==> src/rtl/alarm_flag_pkg.sv <==
package alarm_flag_pkg;
  typedef enum logic {
    MODE_PULSE = 1'b0,
    MODE_LATCH = 1'b1
  } alarm_mode_e;

  function automatic int cnt_width(input int limit);
    return (limit < 2) ? 1 : $clog2(limit + 1);
  endfunction
endpackage

==> src/rtl/tick_window.sv <==
module tick_window #(
  parameter int LIMIT = 4
) (
  input  logic clk,
  input  logic rst,
  input  logic start_i,
  input  logic run_i,
  input  logic tick_i,
  output logic done_o
);
  localparam int W = alarm_flag_pkg::cnt_width(LIMIT);
  localparam logic [W-1:0] LIM = W'(LIMIT);

  logic [W-1:0] cnt_q;

  always_ff @(posedge clk) begin
    if (rst) begin
      cnt_q <= '0;
    end else if (start_i) begin
      cnt_q <= '0;
    end else if (run_i && tick_i && (cnt_q != LIM)) begin
      cnt_q <= cnt_q + 1'b1;
    end
  end

  assign done_o = (cnt_q == LIM);
endmodule

==> src/rtl/alarm_flag_core.sv <==
module alarm_flag_core
  import alarm_flag_pkg::*;
(
  input  logic clk,
  input  logic rst,
  input  logic match_i,
  input  logic mask_i,
  input  logic latch_mode_i,
  input  logic defer_en_i,
  input  logic rd_i,
  input  logic wr_i,
  input  logic wr_data_i,
  input  logic guard_done_i,
  input  logic restore_done_i,
  output logic start_o,
  output logic flag_o,
  output logic pull_en_n_o
);
  alarm_mode_e mode;
  logic flag_q, pull_n_q, pend_q;
  logic set_ev, clr, pend_set, flag_d;
  logic rd_clr, pend_clr, wr_clr, auto_clr;

  always_comb begin
    mode     = alarm_mode_e'(latch_mode_i);
    set_ev   = !flag_q && match_i && !mask_i;
    rd_clr   = (mode == MODE_LATCH) && rd_i && (!defer_en_i || guard_done_i);
    pend_clr = (mode == MODE_LATCH) && pend_q && guard_done_i;
    wr_clr   = (mode == MODE_PULSE) && wr_i && !wr_data_i;
    auto_clr = (mode == MODE_PULSE) && restore_done_i;
    clr      = flag_q && (rd_clr || pend_clr || wr_clr || auto_clr);
    pend_set = flag_q && (mode == MODE_LATCH) && rd_i && defer_en_i && !guard_done_i;
    flag_d   = set_ev || (flag_q && !clr);
  end

  always_ff @(posedge clk) begin
    if (rst) begin
      flag_q   <= 1'b0;
      pull_n_q <= 1'b1;
      pend_q   <= 1'b0;
    end else begin
      flag_q   <= flag_d;
      pull_n_q <= !flag_d;
      if (clr || !flag_q) pend_q <= 1'b0;
      else if (pend_set)  pend_q <= 1'b1;
    end
  end

  assign start_o     = set_ev;
  assign flag_o      = flag_q;
  assign pull_en_n_o = pull_n_q;
endmodule

==> src/rtl/alarm_flag_ctl.sv <==
module alarm_flag_ctl #(
  parameter int GUARD_TICKS   = 4,
  parameter int RESTORE_TICKS = 2
) (
  input  logic clk,
  input  logic rst,
  input  logic match_i,
  input  logic mask_i,
  input  logic latch_mode_i,
  input  logic defer_en_i,
  input  logic rd_i,
  input  logic wr_i,
  input  logic wr_data_i,
  input  logic tick_i,
  output logic flag_o,
  output logic pull_en_n_o
);
  localparam int NWIN = 2;
  localparam int WIN_LIMIT [NWIN] = '{GUARD_TICKS, RESTORE_TICKS};

  logic start, flag;
  logic [NWIN-1:0] win_done;

  for (genvar g = 0; g < NWIN; g++) begin : g_win
    tick_window #(.LIMIT(WIN_LIMIT[g])) u_win (
      .clk    (clk),
      .rst    (rst),
      .start_i(start),
      .run_i  (flag),
      .tick_i (tick_i),
      .done_o (win_done[g])
    );
  end

  alarm_flag_core u_core (
    .clk           (clk),
    .rst           (rst),
    .match_i       (match_i),
    .mask_i        (mask_i),
    .latch_mode_i  (latch_mode_i),
    .defer_en_i    (defer_en_i),
    .rd_i          (rd_i),
    .wr_i          (wr_i),
    .wr_data_i     (wr_data_i),
    .guard_done_i  (win_done[0]),
    .restore_done_i(win_done[1]),
    .start_o       (start),
    .flag_o        (flag),
    .pull_en_n_o   (pull_en_n_o)
  );

  assign flag_o = flag;
endmodule

==> config.mk <==
export PLATFORM = sky130hd
export DESIGN_NAME = alarm_flag_ctl
export DESIGN_NICKNAME = d
export VERILOG_FILES = /design/src/rtl/alarm_flag_pkg.sv /design/src/rtl/tick_window.sv /design/src/rtl/alarm_flag_core.sv /design/src/rtl/alarm_flag_ctl.sv
export SDC_FILE = /design/constraint.sdc
export NUM_CORES = 1
export LEC_CHECK = 0
export ABC_AREA = 1
export BUFFER_PORTS_ARGS = -buffer_cell sky130_fd_sc_hd__buf_2
export CAP_MARGIN = 20
export CORE_AREA = 2 2 39 41
export DETAILED_ROUTE_END_ITERATION = 8
export DIE_AREA = 0 0 41 43
export GPL_ROUTABILITY_DRIVEN = 1
export HOLD_SLACK_MARGIN = 0.03
export PLACE_DENSITY = 0.59
export SYNTH_ARGS = -nofsm -noshare
export SYNTH_HDL_FRONTEND = slang
export SYNTH_SLANG_ARGS = --single-unit
==> constraint.sdc <==
create_clock -name clk -period 3.3 [get_ports clk]
set_clock_uncertainty 0.1 [all_clocks]
set_input_delay 0.495 -clock clk [delete_from_list [all_inputs] [get_ports clk]]
set_output_delay 0.495 -clock clk [all_outputs]
set_load 0.005 [all_outputs]
==> metrics, run 1 <==
die area=0.001763 mm^2; power per cell area=between 300 and 400 mW/mm^2; largest net degree at the start of global routing=6; Post-Syn Instances=60; fin crit share=between 40% and 50%; worst skew pair latency=0.26 ns; Syn-to-layout area delta=22.54%; fin worst setup slack=1.937 ns; post-route cell area=530.5 um^2; RSZ-0062 raised after global routing=no; XOR/XNOR share of the synthesized area=0%; Pre-antenna DRT Iters=4; Synth Area per Inst=7.215 um^2; Synth Area in Adders=8.671%; final wirelength=~730 um; root buffer cell=clkbuf_4; commonest cells after routing, fill and taps aside=nand2_1 (18), buf_2 (11), inv_1 (10), dfxtp_1 (8), nor2_1 (6); Reg power frac=about half; worst path bufs/invs=1; CP cell instances=buf_2; first-pass GRT wire length=between 1000 and 1500 um; Leakage Power=0.2449 nW; post-synthesis register bit count=8; worst path required time=2.70 ns; fmax=~730 MHz; Clock Power Share=37.2%; gr usage total=9.879%; Max Buffers Root-to-Sink=2; dpl cells=87; port bufs=11; Final Hold Violating Endpoints=0; CTS resizes=0; worst relative slew slack=approximately nine tenths; Worst Max-Slew Pin Slew=between 0.15 and 0.2 ns; Max Used Layer=met4; sw frac=24.62%; HP Class=primary input to flip-flop; Crit path max-delay family=flip-flops; Max Slew Vio Count=0; Crit Path Class=flip-flop to output pin; outcome=completed; Post-Synthesis Net Count=73; maximum VDD drop=between 0.00015 and 0.0002 V; crit start category=flip-flop; number of global-route vias before repair=318; die extent in x=41 um; Remaining DRCs=0; Internal=0.1533 mW; Die Ht=~43 um; Inserted Clock Buffers=3; Critical Path Fanout Max=4; total of max-cap violations=0; synth warn=0; vias=387; CP endpoint kind=output pin; FP Rows=14; clock transition at the registers of the reported paths=0.05 ns; final count of negative-setup-slack endpoints=0; Synth Area in Compound Gates=11.85%; Starting Density=a little under a third; initial antenna violation count=0; Synth cell types=14; Critical Path Max Stage Delay=0.38 ns; Arr. time, crit path=0.77 ns; mux share of post-synthesis cell area=0%; minimum clock period=1.363 ns; part of the Yosys area used for sequential elements=36.99%; post-CTS setup buffer count=0; Non-Filler Instances=90; WL/cell=8.156 um; setup TNS=0 ns; combinational family with the most area after synthesis=simple AND/OR/NAND/NOR gates; met2 routed WL=289 um; Layout Utilization=a little under two fifths; HPWL Detailed=593.3 um; 1st-iter DRT viols=4; total chip power=0.2033 mW; routability congestion estimate=0.6893; H-tree Lvls=1; pre-CTS setup slack=1.961 ns; Net count, final=89; Core ar.=roughly 0.0014 mm^2; Net Switching=approximately 0.05 mW; DP Area=508.0 um^2; Ports=12; met3 wire length=80 um; Post-DRT Antenna Nets=0; Synth Area in Simple Gates=33.82%; hold buffers post-CTS=0; Clock Sinks=8; share of cells above drive strength 1=a little over a quarter; Worst path slowest cell=dfxtp_1; Comb pwr share=12.8%; Post-Synthesis Cell Area=432.9 um^2; leading cell type in the layout, fill and taps excluded=nand2_1; CTS tree=done; diode count=0; metal1 wirelength=~360 um; via/cell ratio=4.300; global route total overflow=0; hold_ws=0.2994 ns
==> metal layers <==
layer | up-vias | track usage [%]
li1 | 213 | -
met1 | 157 | 9.772
met2 | 15 | 14.69
met3 | 2 | 7.853
met4 | 0 | 4.000
met5 | - | 0
==> kinds of logic after synthesis <==
| logic type | count (synthesis) |
|---|---|
| adder cells (fa/ha/maj) | 3 |
| flip-flops | 8 |
| buffers and inverters | 10 |
| AO/OA/AOI/OAI | 8 |
| AND/OR/NAND/NOR | 31 |
==> power groups by stage <==
stage          Combinational [mW]  Sequential, mW  Clock [mW]
6_report                   0.0261           0.102      0.0757
4_1_cts                    0.0266           0.102      0.0801
2_1_floorplan              0.0163           0.104           0
3_3_place_gp               0.0260           0.104           0
5_1_grt                    0.0303           0.102      0.0849
3_5_place_dp               0.0264           0.104           0
==> cell usage after synthesis <==
library cell | instances | share of area [%]
ha_1 | 3 | 8.7
nand3b_2 | 1 | 2.6
nor3b_2 | 1 | 2.9
a21oi_1 | 5 | 5.8
nor2_2 | 1 | 1.4
nand3_1 | 2 | 2.3
nand2_2 | 1 | 1.4
a21oi_4 | 1 | 3.8
o21ai_0 | 2 | 2.3
inv_1 | 10 | 8.7
nor2_1 | 6 | 5.2
dfxtp_1 | 8 | 37
nand2_1 | 18 | 16
nand3_2 | 1 | 2.3
==> final cells by class <==
type / instances / area, um^2
Clock buffer: 3 / 22.52
Fill cell: 152 / 853.3
Inverter: 10 / 37.54
Multi-Input combinational cell: 42 / 235.2
Sequential cell: 8 / 160.2
Tap cell: 16 / 20.02
Timing Repair Buffer: 11 / 55.05
==> flip-flops by register name, summed over array words and instances, names as in the netlist <==
register            count
g_win.u_win.cnt_q       5
u_core.flag_o           1
u_core.pend_q           1
u_core.pull_en_n_o      1
==> final timing paths <==
| kind | start | end | slack [ns] | depth (start not counted) |
|---|---|---|---|---|
| worst max-delay path | u_core.flag_o | flag_o | 1.94 | 1 |
| worst min-delay path | rst | u_core.flag_o | 0.30 | 2 |
| worst max register to register | g_win[0].u_win.cnt_q[0] | u_core.pull_en_n_o | 1.97 | 8 |
| worst min register to register | g_win[1].u_win.cnt_q[0] | g_win[1].u_win.cnt_q[0] | 0.37 | 2 |
==> worst register-to-register path: stages, from the launching register on <==
cell	delay [ns]
dfxtp_1	0.34
inv_1	0.06
ha_1	0.24
nand2_1	0.11
nor2_1	0.05
nor2_1	0.12
nand3_2	0.10
nand2_1	0.07
nand2_1	0.04
No activity file was read; power rests on OpenSTA's default activity.
==> run 2, diff against run 1 <==
Settings changed: PLACE_DENSITY 0.59 to 0.61.
Clock period 3.3 ns to 1.2 ns, I/O delays scaled along.
==> run 2 against run 1 <==
  * Via count up 3.1%
  * Non-clock buffer count up 3
  * Combinational power rose to 3.1 times the previous value
  * Sequential power rose to 2.7 times the previous value
  * First-iteration DRC count down 25%
  * Worst setup slack worse by 1.9 ns
  * Utilization up 3.7 points
  * Cell count up 3.3%
  * Worst hold slack worse by 0.16 ns
  * Critical path depth up 4
  * Sequential share of layout area down 2.0 points
  * Total power rose to 2.7 times the previous value
  * Critical path type is now primary input to flip-flop
  * Highest routed layer is now met3
==> metrics, run 2 (same netlist as run 1, synthesis figures left out) <==
outcome=completed; initial antenna violation count=0 (unchanged); Die Ht=43 um (unchanged); post-route cell area=581.8 um^2 (+9.7%); crit start category=primary input; H-tree Lvls=1 (unchanged); CTS tree=done; worst path required time=1.27 ns (-1.43 ns); Arr. time, crit path=1.23 ns (+0.46 ns); diode count=0 (unchanged); Clock Sinks=8 (unchanged); fin crit share=96.12%; worst skew pair latency=0.25 ns (about the same); Starting Density=31.28% (unchanged); Remaining DRCs=0 (unchanged); Crit Path Class=primary input to flip-flop; global route total overflow=0 (unchanged); Post-DRT Antenna Nets=0 (unchanged); via/cell ratio=4.290 (-0.23%); Worst path slowest cell=dlygate4sd3_1; R2R Path Start=g_win[0].u_win.cnt_q[0]; CP endpoint kind=flip-flop; die extent in x=41 um (unchanged); critical path launch point=rst; CP cell instances=dlygate4sd3_1 -> buf_2 -> inv_1 -> nand2_1 -> nor3b_2; RSZ-0062 raised after global routing=yes; first-pass GRT wire length=1152 um (+3.1%); total chip power=0.5557 mW (+170%); routability congestion estimate=0.7858 (+14%); pre-CTS setup slack=-0.01332 ns (-1.975 ns); die area=0.001763 mm^2 (unchanged); FF-to-FF setup slack=0.05 ns (-1.92 ns); WL/cell=8.409 um (+3.1%); clock transition at the registers of the reported paths=0.05 ns (about the same); DP Area=525.5 um^2 (+3.4%); Critical Path Max Stage Delay=0.53 ns (+0.15 ns); Crit path max-delay family=buffers and inverters; Leakage Power=0.2622 nW (+7.1%); worst path bufs/invs=3 (+2); Max Buffers Root-to-Sink=2 (unchanged); minimum clock period=1.153 ns; gr usage total=9.849% (-0.030 points); root buffer cell=clkbuf_4; Final Hold Violating Endpoints=0 (unchanged); fmax=867.0 MHz; final count of negative-setup-slack endpoints=0 (unchanged); max reg flops=5 (unchanged); HP Class=primary input to flip-flop; Layout Utilization=42.04% (+3.7 points); worst relative slew slack=85.27% (-2.8 points); fin worst setup slack=0.04655 ns (-1.891 ns); Worst Max-Slew Pin Slew=0.2206 ns (+0.04152 ns); total of max-cap violations=0 (unchanged); 1st-iter DRT viols=3 (-1); Hold Startpoint=match_i; power per cell area=955.1 mW/mm^2 (+150%); HPWL Detailed=614.2 um (+3.5%); share of cells above drive strength 1=41.56% (+15 points); Net count, final=92 (+3.4%); vias=399 (+3.1%); FP Rows=14 (unchanged); Inserted Clock Buffers=3 (unchanged); leading cell type in the layout, fill and taps excluded=nand2_1; final wirelength=782 um (+6.5%); port bufs=11 (unchanged); Critical Path Fanout Max=4 (unchanged); Ports=12 (unchanged); Pre-antenna DRT Iters=2 (-2); Syn-to-layout area delta=34.39%; Max Slew Vio Count=0 (unchanged); Core ar.=0.001384 mm^2 (unchanged); Top reg by flops=g_win.u_win.cnt_q; commonest cells after routing, fill and taps aside=nand2_1 (17), buf_2 (11), inv_1 (8), a21oi_1 (5), dfxtp_1 (5); number of global-route vias before repair=328 (+3.1%); maximum VDD drop=0.0004286 V (+130%); largest net degree at the start of global routing=6 (unchanged)
[run 2: changes by cell type in the layout (fill, tap and decap cells not counted), sizes merged]
cell | previous run | this run
buf | 11 | 13
dlygate4sd3 | 0 | 1
[run 2: worst paths after layout]
| path | endpoint | cells after the start |
|---|---|---|
| worst max-delay path | g_win[1].u_win.cnt_q[1] | 5 |
| worst min-delay path | u_core.flag_o | 3 |
| worst max register to register | u_core.pull_en_n_o | 8 |
| worst min register to register | g_win[1].u_win.cnt_q[0] | 2 |
[run 2: power breakdown]
part | internal [mW] | switching (mW) | total, mW
clock | 0.114 | 0.0811 | 0.195
combinational | 0.0389 | 0.0416 | 0.0805
sequential | 0.275 | 0.00519 | 0.280
total | 0.428 | 0.128 | 0.556
[run 2: routing by layer]
metal	track usage [%]	routed length, um	vias to the layer above
li1	-	-	223
met1	10.32	377	162
met2	15.00	347	14
met3	3.141	57	0
met4	8.000	0	0
met5	0	0	-
[run 2: layout make-up]
cell class                      instances  area [um^2]
Clock buffer                            3        22.52
Fill cell                             141        802.0
Inverter                               10        37.54
Multi-Input combinational cell         42        257.7
Sequential cell                         8        163.9
Tap cell                               16        20.02
Timing Repair Buffer                   14        80.08
[run 2: what timing repair did]
item / CTS / global route
setup endpoints to repair: 2 / 6
pin swaps: 3 / 4
buffers inserted: 0 / 0
gates cloned: 0 / 0
gates resized for setup: 6 / 5
hold buffers: 1 / 0
endpoints found under the hold margin: 1 / 0
[run 2: worst reg2reg max path: stages (launching register included)]
cell and delay [ns]:
dfxtp_2 0.33, inv_2 0.05, ha_4 0.16, nand2_2 0.07
nand2_1 0.06, nand2_1 0.07, nand3_2 0.09, nand2_1 0.07
nand2_1 0.04
[run 2: stage by stage]
stage	std cells	setup TNS [ns]	hold WS, ns
after floorplan	60	0	0.1491
after global routing	93	-0.07776	0.1530
after detailed placement	89	-0.01332	0.2585
after CTS	93	0	0.1416
final	93	0	0.1438
after global placement	89	0	0.2550
==> run 3, diff against run 2 <==
Settings changed: PLACE_DENSITY 0.61 to 0.64, SYNTH_HIERARCHICAL from default to 1.
==> run 3 against run 2 <==
  * Clock power rose by 9%
  * Largest cell class unchanged
  * Maximum frequency fell by 2.1%
  * Sequential power barely moved
  * Register-to-register slack got worse by 0.02 ns
  * Utilization rose by 4.8 points
  * Total power rose by 9.5%
  * Cell count rose by 16%
  * Non-clock buffer count rose by 3
==> metrics, run 3 <==
port bufs=11 (unchanged); RSZ-0062 raised after global routing=yes; Final Hold Violating Endpoints=0 (unchanged); Max Buffers Root-to-Sink=2 (unchanged); Critical Path Fanout Max=2 (-2); Internal=0.4465 mW (+4.4%); commonest cells after routing, fill and taps aside=nand2_1 (15), inv_1 (11), nor2_1 (11), buf_2 (11); Leakage Power=0.3130 nW (+19%); crit start category=flip-flop; Synth cell types=13 (-1); Core ar.=0.001384 mm^2 (unchanged); die area=0.001763 mm^2 (unchanged); gr usage total=12.84% (+3.0 points); Starting Density=33.82% (+2.5 points); largest net degree at the start of global routing=7 (+1); Clock Power Share=34.9% (-0.2 points); power per cell area=939.2 mW/mm^2 (-1.7%); fmax=848.7 MHz (-2.1%); Crit Path Class=flip-flop to flip-flop; HPWL Detailed=727 um (+18%); Post-DRT Antenna Nets=0 (unchanged); Yosys top cell by area=dfxtp_1; CP endpoint kind=flip-flop; Synth Flop Type=dfxtp_1; Yosys top cell area share=34.22% (-2.8 points); global route total overflow=0 (unchanged); crit path capture=u_core/flag_o; FP Rows=14 (unchanged); Clock Sinks=8 (unchanged); Inserted Clock Buffers=3 (unchanged); Ports=12 (unchanged); EDFF count, synth=0 (unchanged); clock transition at the registers of the reported paths=0.06 ns (about the same); Post-Syn Instances=72 (+20%); leading cell type in the layout, fill and taps excluded=nand2_1; pre-CTS setup slack=-0.03902 ns (-0.02570 ns); R2R Path Start=g_win[0].u_win/cnt_q[0]; Fill cells=139 (-1.4%); Post-Synthesis Net Count=85 (+16%); via/cell ratio=4.315 (+0.57%); final wirelength=886 um (+13%); total chip power=0.6087 mW (+9.5%); diode count=0 (unchanged); total of max-cap violations=0 (unchanged); setup TNS=0 ns (unchanged); Die Ht=43 um (unchanged); vias=466 (+17%); Net Switching=0.1622 mW (+27%); Area contributors post-synth=dfxtp_1 (34%), inv_1 (12%), nand2_1 (12%); Net count, final=107 (+16%); hold buffers post-CTS=0 (-1); synth warn=6 (+6); sw frac=26.65% (+3.6 points); root buffer cell=clkbuf_4; post-synthesis register bit count=8 (unchanged); share of cells above drive strength 1=41.30% (-0.25 points); Pre-antenna DRT Iters=4 (+2); worst relative slew slack=87.51% (+2.2 points); dpl cells=103 (+16%); Reg power frac=46.3% (-4.2 points); worst skew pair latency=0.25 ns (about the same); outcome=completed; Worst Hold Depth=4 (+1); post-synthesis async set-or-reset flop share=0% (unchanged); Layout Utilization=46.84% (+4.8 points); Reg2Reg Capture Point=u_core/flag_o; CTS tree=done; fin worst setup slack=0.02173 ns (-0.02482 ns); critical path launch point=g_win[0].u_win/cnt_q[0]; Non-Filler Instances=108 (+16%); Post-Synthesis Cell Area=467.9 um^2 (+8.1%); maximum VDD drop=0.0005320 V (+24%); Post-synth top cells=inv_1 (15), nand2_1 (15), nor2_1 (11); Comb pwr share=18.8% (+4.3 points); HP Class=primary input to flip-flop; Syn-to-layout area delta=38.50%; H-tree Lvls=1 (unchanged); die extent in x=41 um (unchanged); number of global-route vias before repair=401 (+22%); worst path required time=1.25 ns (-0.02 ns); final count of negative-setup-slack endpoints=0 (unchanged); Arr. time, crit path=1.23 ns (about the same); part of the Yosys area used for sequential elements=34.22% (-2.8 points); 1st-iter DRT viols=10 (+7); Worst Max-Slew Pin Slew=0.1871 ns (-0.03350 ns); Remaining DRCs=0 (unchanged); max reg flops=5 (unchanged); Top reg by flops=g_win.u_win/cnt_q; initial antenna violation count=0 (unchanged); WL/cell=8.204 um (-2.4%); routability congestion estimate=0.6788 (-14%); Max Slew Vio Count=0 (unchanged); Reg2Reg Depth=9 (+1); first-pass GRT wire length=1545 um (+34%); fin crit share=98.19% (+2.1 points); Synth Area per Inst=6.499 um^2 (-9.9%); minimum clock period=1.178 ns (+0.02482 ns); FF-to-FF setup slack=0.02 ns (-0.02 ns)
-- run 3: cell types whose count changed in the layout (fill, tap and decap cells not counted), sizes merged, moves of 2 or more --
cell	delta
nand2	-2
buf	+4
inv	+5
nand3	+3
a21oi	-2
nor2	+8
nor3	+2
o21ai	-2
-- run 3: layout make-up --
class	instances	area [um^2]	share of cell area, %
clock buffer	3	22.52	3.475
inverter	15	56.30	8.687
multi-input combinational	49	286.5	44.21
sequential	8	162.7	25.10
tap	16	20.02	3.089
timing repair buffer	17	100.1	15.44
-- run 3: power groups by stage --
stage,registers [mW],clock network (mW),logic [mW]
2_1_floorplan,0.291,0,0.0552
3_3_place_gp,0.287,0,0.0997
3_5_place_dp,0.287,0,0.102
4_1_cts,0.282,0.222,0.113
5_1_grt,0.283,0.235,0.131
6_report,0.282,0.212,0.114
-- run 3: cell families (layout without fill, tap and decap cells) --
group / after synthesis / count (layout) / share of synthesized area [%]
buf+inv: 15 / 35 / 12.03
simple gates: 41 / 41 / 39.84
flops: 8 / 8 / 34.22
fa+ha+maj: 3 / 3 / 8.022
compound gates: 5 / 5 / 5.883
-- run 3: layer usage --
| metal | global-route usage, % | wire [um] |
|---|---|---|
| met3 | 1.571 | 28 |
| met1 | 18.27 | 445 |
| met4 | 10.00 | 0 |
| met5 | 0 | 0 |
| met2 | 16.56 | 412 |
-- run 3: critical path, stage by stage, from the launching register on --
cell,delay [ns]
dfxtp_2,0.32
inv_2,0.06
ha_4,0.14
nand2_4,0.05
inv_2,0.06
inv_2,0.04
a21oi_2,0.12
nor2_2,0.06
nand2_2,0.07
nand2_1,0.05
-- run 3: how the worst min path moves through the flow --
stage                              endpoint               startpoint
finish              g_win[0].u_win/cnt_q[0]                      rst
detailed placement            u_core/pend_q            u_core/pend_q
CTS                 g_win[0].u_win/cnt_q[0]                      rst
global route        g_win[0].u_win/cnt_q[1]                      rst
floorplan           g_win[0].u_win/cnt_q[0]                      rst
global placement    g_win[1].u_win/cnt_q[1]  g_win[1].u_win/cnt_q[1]
-- run 3: repair_timing --
| item | in CTS | in global routing |
|---|---|---|
| gates resized for setup | 8 | 3 |
| pin swaps | 7 | 5 |
| setup endpoints to repair | 3 | 5 |
| setup buffers | 2 | 0 |
-- run 3: per-stage QoR --
step	hold slack (ns)	area [um^2]
floorplan	0.2150	475.5
global placement	0.3770	580.6
detailed placement	0.3810	580.6
CTS	0.1343	639.4
global route	0.1467	648.1
finish	0.1459	648.1
